$ cat src/rtl/cmu_pkg.sv
`timescale 1ns/1ps
package cmu_pkg;

  typedef enum logic [1:0] {
    OP_INVAL    = 2'b00,
    OP_TOUCH    = 2'b01,
    OP_TOUCH_ST = 2'b10,
    OP_NONE     = 2'b11
  } cmuOp_e;

  // strobes from control to datapath / result stage
  typedef struct packed {
    logic invalidate;
    logic prefetch;
    logic excMiss;
    logic excProt;
    logic done;
  } cmuStrobe_t;

endpackage

$ cat src/rtl/cmu_datapath.sv
`timescale 1ns/1ps
module cmu_datapath
  import cmu_pkg::*;
#(
  parameter int ADDR_W     = 32,
  parameter int WAYS       = 2,
  parameter int SETS       = 16,
  parameter int LINE_BYTES = 16,
  localparam int OFF_W = $clog2(LINE_BYTES),
  localparam int IDX_W = $clog2(SETS),
  localparam int TAG_W = ADDR_W - IDX_W - OFF_W,
  localparam int WAY_W = (WAYS > 1) ? $clog2(WAYS) : 1
) (
  input  logic              clk,
  input  logic              rst_n,
  input  logic [ADDR_W-1:0] reqAddr,
  input  cmuStrobe_t        strobe,
  input  logic              tpWrEn,
  input  logic [IDX_W-1:0]  tpSet,
  input  logic [WAY_W-1:0]  tpWay,
  input  logic [TAG_W-1:0]  tpTag,
  input  logic              tpValid,
  input  logic              tpLock,
  output logic              lookupHit,
  output logic              lookupLocked,
  output logic [ADDR_W-1:0] pfAddr
);

  logic [WAYS-1:0]  validQ [SETS];
  logic [WAYS-1:0]  lockQ  [SETS];
  logic [TAG_W-1:0] tagQ   [SETS][WAYS];

  logic [IDX_W-1:0] reqIdx;
  logic [TAG_W-1:0] reqTag;
  logic [OFF_W-1:0] unusedOffset;
  logic [WAYS-1:0]  wayHit;
  logic [WAY_W-1:0] hitWay;
  logic [ADDR_W-1:0] pfAddrQ;

  assign reqIdx       = reqAddr[OFF_W +: IDX_W];
  assign reqTag       = reqAddr[ADDR_W-1 -: TAG_W];
  assign unusedOffset = reqAddr[OFF_W-1:0];

  // per-way tag compare
  for (genvar w = 0; w < WAYS; w++) begin : g_cmp
    assign wayHit[w] = validQ[reqIdx][w] && (tagQ[reqIdx][w] == reqTag);
  end

  // lowest matching way wins
  always_comb begin
    hitWay = '0;
    for (int w = WAYS - 1; w >= 0; w--) begin
      if (wayHit[w]) hitWay = WAY_W'(w);
    end
  end

  assign lookupHit    = |wayHit;
  assign lookupLocked = lockQ[reqIdx][hitWay];

  // line state
  always_ff @(posedge clk) begin
    if (!rst_n) begin
      for (int s = 0; s < SETS; s++) begin
        validQ[s] <= '0;
        lockQ[s]  <= '0;
        for (int w = 0; w < WAYS; w++) tagQ[s][w] <= '0;
      end
    end else if (tpWrEn) begin
      validQ[tpSet][tpWay] <= tpValid;
      lockQ[tpSet][tpWay]  <= tpLock;
      tagQ[tpSet][tpWay]   <= tpTag;
    end else if (strobe.invalidate) begin
      validQ[reqIdx][hitWay] <= 1'b0;
    end
  end

  // prefetch address capture
  always_ff @(posedge clk) begin
    if (!rst_n) begin
      pfAddrQ <= '0;
    end else if (strobe.prefetch) begin
      pfAddrQ <= {reqAddr[ADDR_W-1:OFF_W], {OFF_W{1'b0}}};
    end
  end

  assign pfAddr = pfAddrQ;

endmodule

$ cat src/rtl/cmu_ctrl.sv
`timescale 1ns/1ps
module cmu_ctrl
  import cmu_pkg::*;
(
  input  logic       clk,
  input  logic       rst_n,
  input  logic       reqValid,
  input  logic [1:0] reqOp,
  input  logic       reqXlateMiss,
  input  logic       reqRelocEn,
  input  logic       reqProtLoad,
  input  logic       reqProtStore,
  input  logic       tpWrEn,
  input  logic       lookupHit,
  input  logic       lookupLocked,
  output logic       reqReady,
  output cmuStrobe_t strobe,
  output logic       doneValid,
  output logic       excMiss,
  output logic       excProt,
  output logic       pfValid
);

  cmuOp_e op;
  logic   accept;
  logic   isInval;
  logic   isTouch;
  logic   protFault;

  assign reqReady  = !tpWrEn;
  assign accept    = reqValid && reqReady;
  assign op        = cmuOp_e'(reqOp);
  assign isInval   = (op == OP_INVAL);
  assign isTouch   = (op == OP_TOUCH) || (op == OP_TOUCH_ST);
  // invalidate checks like a store, touches like a load
  assign protFault = (isInval && reqProtStore) || (isTouch && reqProtLoad);

  always_comb begin
    strobe = '0;
    if (accept) begin
      strobe.done = 1'b1;
      if (isInval || isTouch) begin
        if (reqXlateMiss && reqRelocEn) begin
          strobe.excMiss = 1'b1;
        end else if (protFault) begin
          strobe.excProt = 1'b1;
        end else if (isInval) begin
          strobe.invalidate = lookupHit && !lookupLocked;
        end else begin
          strobe.prefetch = !lookupHit;
        end
      end
    end
  end

  always_ff @(posedge clk) begin
    if (!rst_n) begin
      doneValid <= 1'b0;
      excMiss   <= 1'b0;
      excProt   <= 1'b0;
      pfValid   <= 1'b0;
    end else begin
      doneValid <= strobe.done;
      excMiss   <= strobe.excMiss;
      excProt   <= strobe.excProt;
      pfValid   <= strobe.prefetch;
    end
  end

endmodule

$ cat src/rtl/cache_maint_unit.sv
`timescale 1ns/1ps
module cache_maint_unit
  import cmu_pkg::*;
#(
  parameter int ADDR_W     = 32,
  parameter int WAYS       = 2,
  parameter int SETS       = 16,
  parameter int LINE_BYTES = 16,
  localparam int OFF_W = $clog2(LINE_BYTES),
  localparam int IDX_W = $clog2(SETS),
  localparam int TAG_W = ADDR_W - IDX_W - OFF_W,
  localparam int WAY_W = (WAYS > 1) ? $clog2(WAYS) : 1
) (
  input  logic              clk,
  input  logic              rst_n,
  input  logic              reqValid,
  output logic              reqReady,
  input  logic [1:0]        reqOp,
  input  logic [ADDR_W-1:0] reqAddr,
  input  logic [2:0]        reqAttr,
  input  logic              reqXlateMiss,
  input  logic              reqRelocEn,
  input  logic              reqProtLoad,
  input  logic              reqProtStore,
  input  logic              tpWrEn,
  input  logic [IDX_W-1:0]  tpSet,
  input  logic [WAY_W-1:0]  tpWay,
  input  logic [TAG_W-1:0]  tpTag,
  input  logic              tpValid,
  input  logic              tpLock,
  output logic              doneValid,
  output logic              excMiss,
  output logic              excProt,
  output logic              pfValid,
  output logic [ADDR_W-1:0] pfAddr
);

  cmuStrobe_t strobe;
  logic       lookupHit;
  logic       lookupLocked;
  logic       unusedAttr;

  // page attributes do not steer any command
  assign unusedAttr = ^reqAttr;

  cmu_ctrl u_ctrl (
    .clk          (clk),
    .rst_n        (rst_n),
    .reqValid     (reqValid),
    .reqOp        (reqOp),
    .reqXlateMiss (reqXlateMiss),
    .reqRelocEn   (reqRelocEn),
    .reqProtLoad  (reqProtLoad),
    .reqProtStore (reqProtStore),
    .tpWrEn       (tpWrEn),
    .lookupHit    (lookupHit),
    .lookupLocked (lookupLocked),
    .reqReady     (reqReady),
    .strobe       (strobe),
    .doneValid    (doneValid),
    .excMiss      (excMiss),
    .excProt      (excProt),
    .pfValid      (pfValid)
  );

  cmu_datapath #(
    .ADDR_W     (ADDR_W),
    .WAYS       (WAYS),
    .SETS       (SETS),
    .LINE_BYTES (LINE_BYTES)
  ) u_dp (
    .clk          (clk),
    .rst_n        (rst_n),
    .reqAddr      (reqAddr),
    .strobe       (strobe),
    .tpWrEn       (tpWrEn),
    .tpSet        (tpSet),
    .tpWay        (tpWay),
    .tpTag        (tpTag),
    .tpValid      (tpValid),
    .tpLock       (tpLock),
    .lookupHit    (lookupHit),
    .lookupLocked (lookupLocked),
    .pfAddr       (pfAddr)
  );

endmodule

$ cat config.mk
export PLATFORM = sky130hd
export DESIGN_NAME = cache_maint_unit
export DESIGN_NICKNAME = d
export VERILOG_FILES = /design/src/rtl/cmu_pkg.sv /design/src/rtl/cmu_datapath.sv /design/src/rtl/cmu_ctrl.sv /design/src/rtl/cache_maint_unit.sv
export SDC_FILE = /design/constraint.sdc
export NUM_CORES = 1
export LEC_CHECK = 0
export BUFFER_PORTS_ARGS = -buffer_cell sky130_fd_sc_hd__buf_2
export CAP_MARGIN = 0
export CORE_UTILIZATION = 35
export CTS_CLUSTER_SIZE = 8
export DETAILED_ROUTE_END_ITERATION = 8
export PLACE_DENSITY = 0.6
export SKIP_LAST_GASP = 1
export SLEW_MARGIN = 0
export SYNTH_ARGS = -nofsm -noshare
export SYNTH_HDL_FRONTEND = slang
export SYNTH_SLANG_ARGS = --single-unit
export TNS_END_PERCENT = 20
$ cat constraint.sdc
create_clock -name clk -period 8.7 [get_ports clk]
set_input_delay 1.74 -clock clk [delete_from_list [all_inputs] [get_ports clk]]
set_output_delay 1.74 -clock clk [all_outputs]
set_load 0.05 [all_outputs]
==> results of run 1 <==
==> area by class of cell <==
type,count,area (um^2),area share
flip-flops and latches,864,25600,0.564
diodes,3,7.51,0.000165
well taps,1524,1910,0.0420
inverters,9,33.8,0.000743
clock buffers,151,3080,0.0677
clock inverters,5,51.3,0.00113
repair buffers,156,965,0.0212
multi-input cells,1623,13800,0.303
==> routing by layer <==
| metal | track usage | share of wire | up-vias |
|---|---|---|---|
| met5 | 0 | 0.00055 | - |
| met4 | 0.0741 | 0.030 | 14 |
| met3 | 0.0516 | 0.097 | 197 |
| met2 | 0.326 | 0.46 | 1223 |
| met1 | 0.286 | 0.42 | 13000 |
| li1 | - | - | 10800 |
==> state kept, by name, indices dropped and copies added (netlist names) <==
| register | count |
|---|---|
| u_dp.lockQ | 32 |
| u_dp.tagQ | 768 |
| u_ctrl.excProt | 1 |
| u_dp.validQ | 32 |
| u_ctrl.pfValid | 1 |
| u_ctrl.doneValid | 1 |
| u_ctrl.excMiss | 1 |
| u_dp.pfAddr | 28 |
==> report_power, final <==
part / internal (W) / total (W) / switching, W / leakage, nW
Sequential: 0.00478 / 0.00484 / 0.0000562 / 8.17
Clock: 0.00241 / 0.00409 / 0.00167 / 1.52
Combinational: 0.000287 / 0.000899 / 0.000612 / 8.65
==> worst paths after layout <==
| check | start | end | cells past startpoint |
|---|---|---|---|
| worst max-delay path | reqAddr[4] | u_dp.validQ[4][1] | 10 |
| worst min-delay path | u_dp.pfAddr[6] | u_dp.pfAddr[6] | 2 |
| worst min register to register | u_dp.pfAddr[6] | u_dp.pfAddr[6] | 2 |
| worst max register to register | u_dp.tagQ[13][34] | u_dp.validQ[4][1] | 9 |
==> stage by stage <==
step | area (um^2) | total power [W] | setup WS (ps) | hold slack (ps)
2_1_floorplan | 40900 | 0.00546 | 3940 | 674
3_3_place_gp | 42300 | 0.00580 | 1880 | 440
3_5_place_dp | 42300 | 0.00581 | 1960 | 443
4_1_cts | 45400 | 0.00985 | 2630 | 455
5_1_grt | 45400 | 0.0101 | 2130 | 471
6_report | 45400 | 0.00982 | 2440 | 451
==> critical path, delay by kind of cell <==
family / cells / cell delay [ps]
AOI/OAI and AO/OA: 4 / 1570
xor gates and xnor gates: 1 / 100
buffers and inverters: 2 / 1190
muxes: 2 / 1630
and+or+nand+nor: 1 / 370
==> layout by cell type (no fill, tap or decap), types with 5 or more instances in the layout <==
master,count
inv_1,7
xor2_1,17
edfxtp_1,832
and3_1,835
and2_1,7
mux2_2,18
a21oi_1,10
nor3_1,9
a22o_1,8
clkbuf_16,118
xnor2_1,43
buf_2,96
o21ai_0,6
nand2_2,19
nor2_4,7
nand2b_1,7
nand3_1,10
o311ai_1,23
o311ai_2,9
dfxtp_1,32
mux2i_1,138
nor2b_1,9
nand2_1,136
buf_4,55
o221ai_1,5
nor4_1,6
mux4_2,178
clkbuf_1,33
a22oi_1,21
nor2_1,26
a221oi_1,8
a2111oi_0,5
o22ai_1,8
==> logic make-up (layout without fill, tap and decap cells) <==
group / Yosys count / in the layout / share of synthesized area
other cells: 1 / 7 / 0.0000917
mux: 335 / 335 / 0.137
fa+ha+maj: 2 / 2 / 0.000612
buf+inv: 373 / 321 / 0.0406
flops: 864 / 864 / 0.626
compound gates: 127 / 127 / 0.0263
xor+xnor: 60 / 60 / 0.0128
simple gates: 1095 / 1095 / 0.156
==> out/metrics.csv, run 1 <==
stage;metric;value;unit
pwr;power_density;216;mW/mm^2
grt;grt_pass1_vias;24800;
synthesis;netlist_instances;2857;
setup_path;crit_arrival;6650;ps
setup_path;slowest_delay;1160;ps
timing;fmax;0.160;GHz
cts;cts_tree;built;
cts;post_cts_buffers;0;
grt;grt_overflow;0;
timing;relSlewSlack;0.154;
setup_path;startpoint_type;primary input;
setup_path;worstSetupPathType;in2reg;
synthesis;synth_cell_types;61;
timing;worstMarginPinSlew;1240;ps
setup_path;r2r_slack;4050;ps
grt;grt_max_degree;102;
timing;setup_viol;0;
route;vias;25300;
cts;cts_hold_buf;0;
run_status;outcome;complete, no violations;
setup_path;cp_common_cell;o2111ai_1;
cts;cts-root-buf;clkbuf_16;
synthesis;synth_commonest_cells;and3_1 (835), edfxtp_1 (832), clkbuf_1 (283), mux4_2 (178), nand2_1 (155);
setup_path;cp_slowest_cell;mux2i_2;
placed_design;io_buffers;101;
die;die_h;344;um
setup_path;cp-end-kind;flip-flop;
cts;insertion_delay;690;ps
setup_path;worstPathCellList;buf_6 > inv_2 > mux2i_1 > xnor2_1 > o21ai_0 > o2111ai_1 > nor4_1 > o2111ai_1 > mux2i_2 > o311ai_1;
timing;drv_slew;0;
cts;htree_levels;3;
synthesis;synth-seq-cells;864;
timing;fin_skew;28.6;ps
timing;final-hold-violation-count;0;
synthesis;synth_ff_type;edfxtp_1;
grt;grt_pass1_wl;180000;um
die;pin_count;113;
synthesis;synth_edf_count;832;
timing;rsz0062_at_grt;no;
route;drtIter0Drc;2895;
die;dieArea;0.118;mm^2
grt;grt.total_usage;0.210;
die;dieWidth;344;um
placed_design;gp_congestion;0.810;
cts;clk_path_buf_depth;3;
route;drc_errors;0;
synthesis;async_reset_ff_frac;0;
setup_path;crit_fanout;59;
die;start_util;0.352;
final_layout;final_nets;2849;
pwr;max-vdd-ir-drop;163;uV
job;maxCapViolCount;0;
synthesis;synth_area;0.0409;mm^2
pwr;p_leak;18.3;nW
setup_path;critPathRequiredTime;9090;ps
synthesis;yosysMostFrequentCell;and3_1;
final_layout;finalNonFillerCells;4335;
final_layout;nFillCells;10700;
route;first_pass_iters;6;
cts;cts_resized;0;
synthesis;yosys-top-cells-area;edfxtp_1 (61%), and3_1 (13%), mux4_2 (9.8%);
route;avgViaCountPerCell;5.84;
timing;period_minus_slack;6260;ps
route;post_drt_wl_per_cell;28.9;um
cts;cts.sinks;864;
synthesis;yosysTopAreaCell;edfxtp_1;
final_layout;area_growth;11.1;%
synthesis;yosys_warnings;0;
route;ant_nets;0;
placed_design;dpl.hpwl;65600;um
cts;cts-buffers-inserted;117;
die;num_rows;125;
final_layout;final_util;0.392;
cts;path_clk_slew;60;ps
final_layout;drive_gt1_frac;0.189;
synthesis;ys_seq_area_frac;0.626;
timing;post-route-period-util;0.719;
die;core_area;0.116;mm^2
grt;antenna_found_initial;11;
timing;fin_tns_setup;0;ps
hold_path;worst_hold_path_type;reg2reg;
synthesis;synth_top_area_frac;0.611;
placed_design;dp.cells;4176;
route;routed_wl;125000;um
synthesis;avgSynthCellArea;14.3;um^2
(Power assumes the default switching activity.)
==> run 2, diff against run 1 <==
ABC_AREA = 1   (was not set)
PLACE_DENSITY = 0.62   (was 0.6)
clock period = 5.2 ns   (was 8.7 ns; I/O delays follow)
==> run 2 against run 1 <==
  * Synthesized cell count is 60% higher
  * Sequential share of layout area is 1.4 points lower
  * Via count is 27% higher
  * Highest routed layer is now met4
  * Critical endpoint is now u_dp.validQ[15][0]
==> out/metrics.csv, run 2 <==
stage;metric;value;unit
grt;global_route.usage.met3;0.0351;
synthesis;synth_commonest_cells;nor2_1 (1187), nand2_1 (1005), edfxtp_1 (832), nand3_1 (498), inv_1 (335);
cts;clk_path_buf_depth;3;
grt;grt_max_degree;136;
placed_design;io_buffers;101;
grt;grt.total_usage;0.213;
synthesis;yosysMostFrequentCell;nor2_1;
final_layout;area_growth;12.9;%
die;start_util;0.354;
final_layout;antenna_cells;0;
setup_path;r2r-end;u_dp.validQ[15][0];
setup_path;r2r_slack;1640;ps
final_layout;drive_gt1_frac;0.0868;
final_layout;mostFrequentLayoutCells;nor2_1 (1187), nand2_1 (1005), edfxtp_1 (832);
timing;fin_tns_setup;0;ps
die;core_area;0.117;mm^2
cts;cts-root-buf;clkbuf_16;
synthesis;synth_ff_type;edfxtp_1;
cts;post_cts_buffers;0;
timing;final-hold-violation-count;0;
synthesis;synth_edf_count;832;
grt;grt.busiest_layer;met2;
final_layout;multi_input_area;0.0127;mm^2
route;first_pass_iters;7;
hold_path;worst_hold_path_type;reg2reg;
setup_path;startpoint_type;primary input;
placed_design;gp_congestion;0.972;
route;drtIter0Drc;4078;
grt;use_met1;0.295;
route;ant_nets;0;
setup_path;reg2reg_depth;21;
placed_design;dpl.hpwl;78600;um
die;dieArea;0.119;mm^2
pwr;power.total;0.0166;W
die;pin_count;113;
grt;grt_pass1_wl;192000;um
cts;insertion_delay;690;ps
synthesis;synth-seq-cells;864;
cts;cts_tree;built;
synthesis;synth_cell_types;34;
setup_path;worstSetupPathType;in2reg;
final_layout;top_register;u_dp.tagQ;
timing;period_minus_slack;4370;ps
die;num_rows;125;
synthesis;ys_seq_area_frac;0.621;
synthesis;netlist_instances;4577;
synthesis;synth_top_area_frac;0.606;
setup_path;cp-end-kind;flip-flop;
synthesis;synth_area;0.0412;mm^2
timing;fin_skew;30.3;ps
synthesis;yosys-top-cells-area;edfxtp_1 (61%), nor2_1 (11%), nand2_1 (9.1%);
cts;cts.sinks;864;
cts;htree_levels;3;
grt;grt_pass1_vias;29700;
setup_path;worstSetupStartpoint;reqAddr[4];
setup_path;critPathRequiredTime;5590;ps
final_layout;ff_latch_area;0.0256;mm^2
route;vias;32100;
setup_path;crit_arrival;4760;ps
final_layout;final_nets;4687;
final_layout;final_common_cell;nor2_1;
cts;cts_hold_buf;0;
final_layout;nFillCells;11300;
timing;relSlewSlack;0.139;
run_status;outcome;complete, no violations;
setup_path;reg2reg_from;u_dp.tagQ[9][19];
pwr;max-vdd-ir-drop;247;uV
synthesis;yosysTopAreaCell;edfxtp_1;
synthesis;avgSynthCellArea;9.01;um^2
timing;rsz0062_at_grt;no;
final_layout;postLayoutCellArea;0.0466;mm^2
grt;antenna_found_initial;3;
cts;cts_resized;0;
route;routed_wl;130000;um
die;dieWidth;345;um
setup_path;crit_path_end;u_dp.validQ[15][0];
final_layout;largest_reg_flops;768;
route;post_drt_wl_per_cell;21.1;um
placed_design;place_area;0.0434;mm^2
die;die_h;345;um
route;avgViaCountPerCell;5.22;
pwr;p_leak;19.3;nW
pwr;power_density;357;mW/mm^2
cts;path_clk_slew;50;ps
timing;post-route-period-util;0.840;
route;drc_errors;0;
synthesis;yosys_warnings;0;
final_layout;top_regs;u_dp.tagQ x768, u_dp.lockQ x32, u_dp.validQ x32;
cts;cts-buffers-inserted;118;
timing;drv_slew;0;
grt;grt_overflow;0;
job;maxCapViolCount;0;
timing;worstMarginPinSlew;1290;ps
timing;setup_viol;0;
timing;fmax;0.229;GHz
synthesis;async_reset_ff_frac;0;
grt;use_met2;0.337;
setup_path;crit_fanout;38;
[run 2: through the flow]
stage	hold slack, ps	utilization	cells	setup WS (ps)
2_1_floorplan	661	-	4580	1650
3_3_place_gp	430	0.372	6013	376
3_5_place_dp	433	0.372	6013	342
4_1_cts	441	0.400	6157	1050
5_1_grt	456	0.400	6157	615
6_report	442	0.400	6157	832
[run 2: kinds of logic after synthesis]
family,after synthesis,share of synthesized area
buffers and inverters,684,0.0719
AOI/OAI and AO/OA,293,0.0390
DFF,864,0.621
and+or+nand+nor,2733,0.267
adders and majority gates,2,0.000607
other,1,0.0000909
[run 2: routing by layer]
metal,up-vias,part of all wire
met5,-,0
met4,0,0.033
met3,230,0.092
met2,1529,0.46
met1,15400,0.42
li1,14900,-
[run 2: worst min-delay path by stage]
| stage | from | slack, ps | endpoint | cells after the start |
|---|---|---|---|---|
| 3_3_place_gp | u_dp.pfAddr[7] | 430 | u_dp.pfAddr[7] | 2 |
| 3_5_place_dp | u_dp.pfAddr[20] | 430 | u_dp.pfAddr[20] | 2 |
| 2_1_floorplan | u_dp.pfAddr[10] | 660 | u_dp.pfAddr[10] | 2 |
| 4_1_cts | u_dp.pfAddr[20] | 440 | u_dp.pfAddr[20] | 2 |
| 5_1_grt | u_dp.pfAddr[20] | 460 | u_dp.pfAddr[20] | 2 |
| 6_report | u_dp.pfAddr[20] | 440 | u_dp.pfAddr[20] | 2 |
[run 2: power breakdown]
part           internal (W)  switching (W)  leakage [nW]
Sequential          0.00800      0.0000932          8.17
Combinational      0.000407        0.00124          9.59
Clock               0.00412        0.00277          1.54
[run 2: area by class of cell]
cell class	count	area share
clock buffers	141	0.0664
clock inverters	3	0.00172
inverters	342	0.0281
multi-input cells	3032	0.272
flip-flops and latches	864	0.550
well taps	1524	0.0410
repair buffers	251	0.0403
[run 2: critical path: stages]
cell,delay (ps)
buf_8,230
clkinv_8,300
buf_12,270
nand2_1,70
nand3_1,60
nand3_1,140
nand3_1,230
nand3_1,220
nand2_1,90
inv_1,60
nand2_1,60
nor2_1,180
nand3_1,340
nor2_2,250
nand2_1,100
nand2_2,140
nand3_2,120
nand2_1,90
nand2_1,160
nor2_4,290
nand3_1,160
nand2_1,90
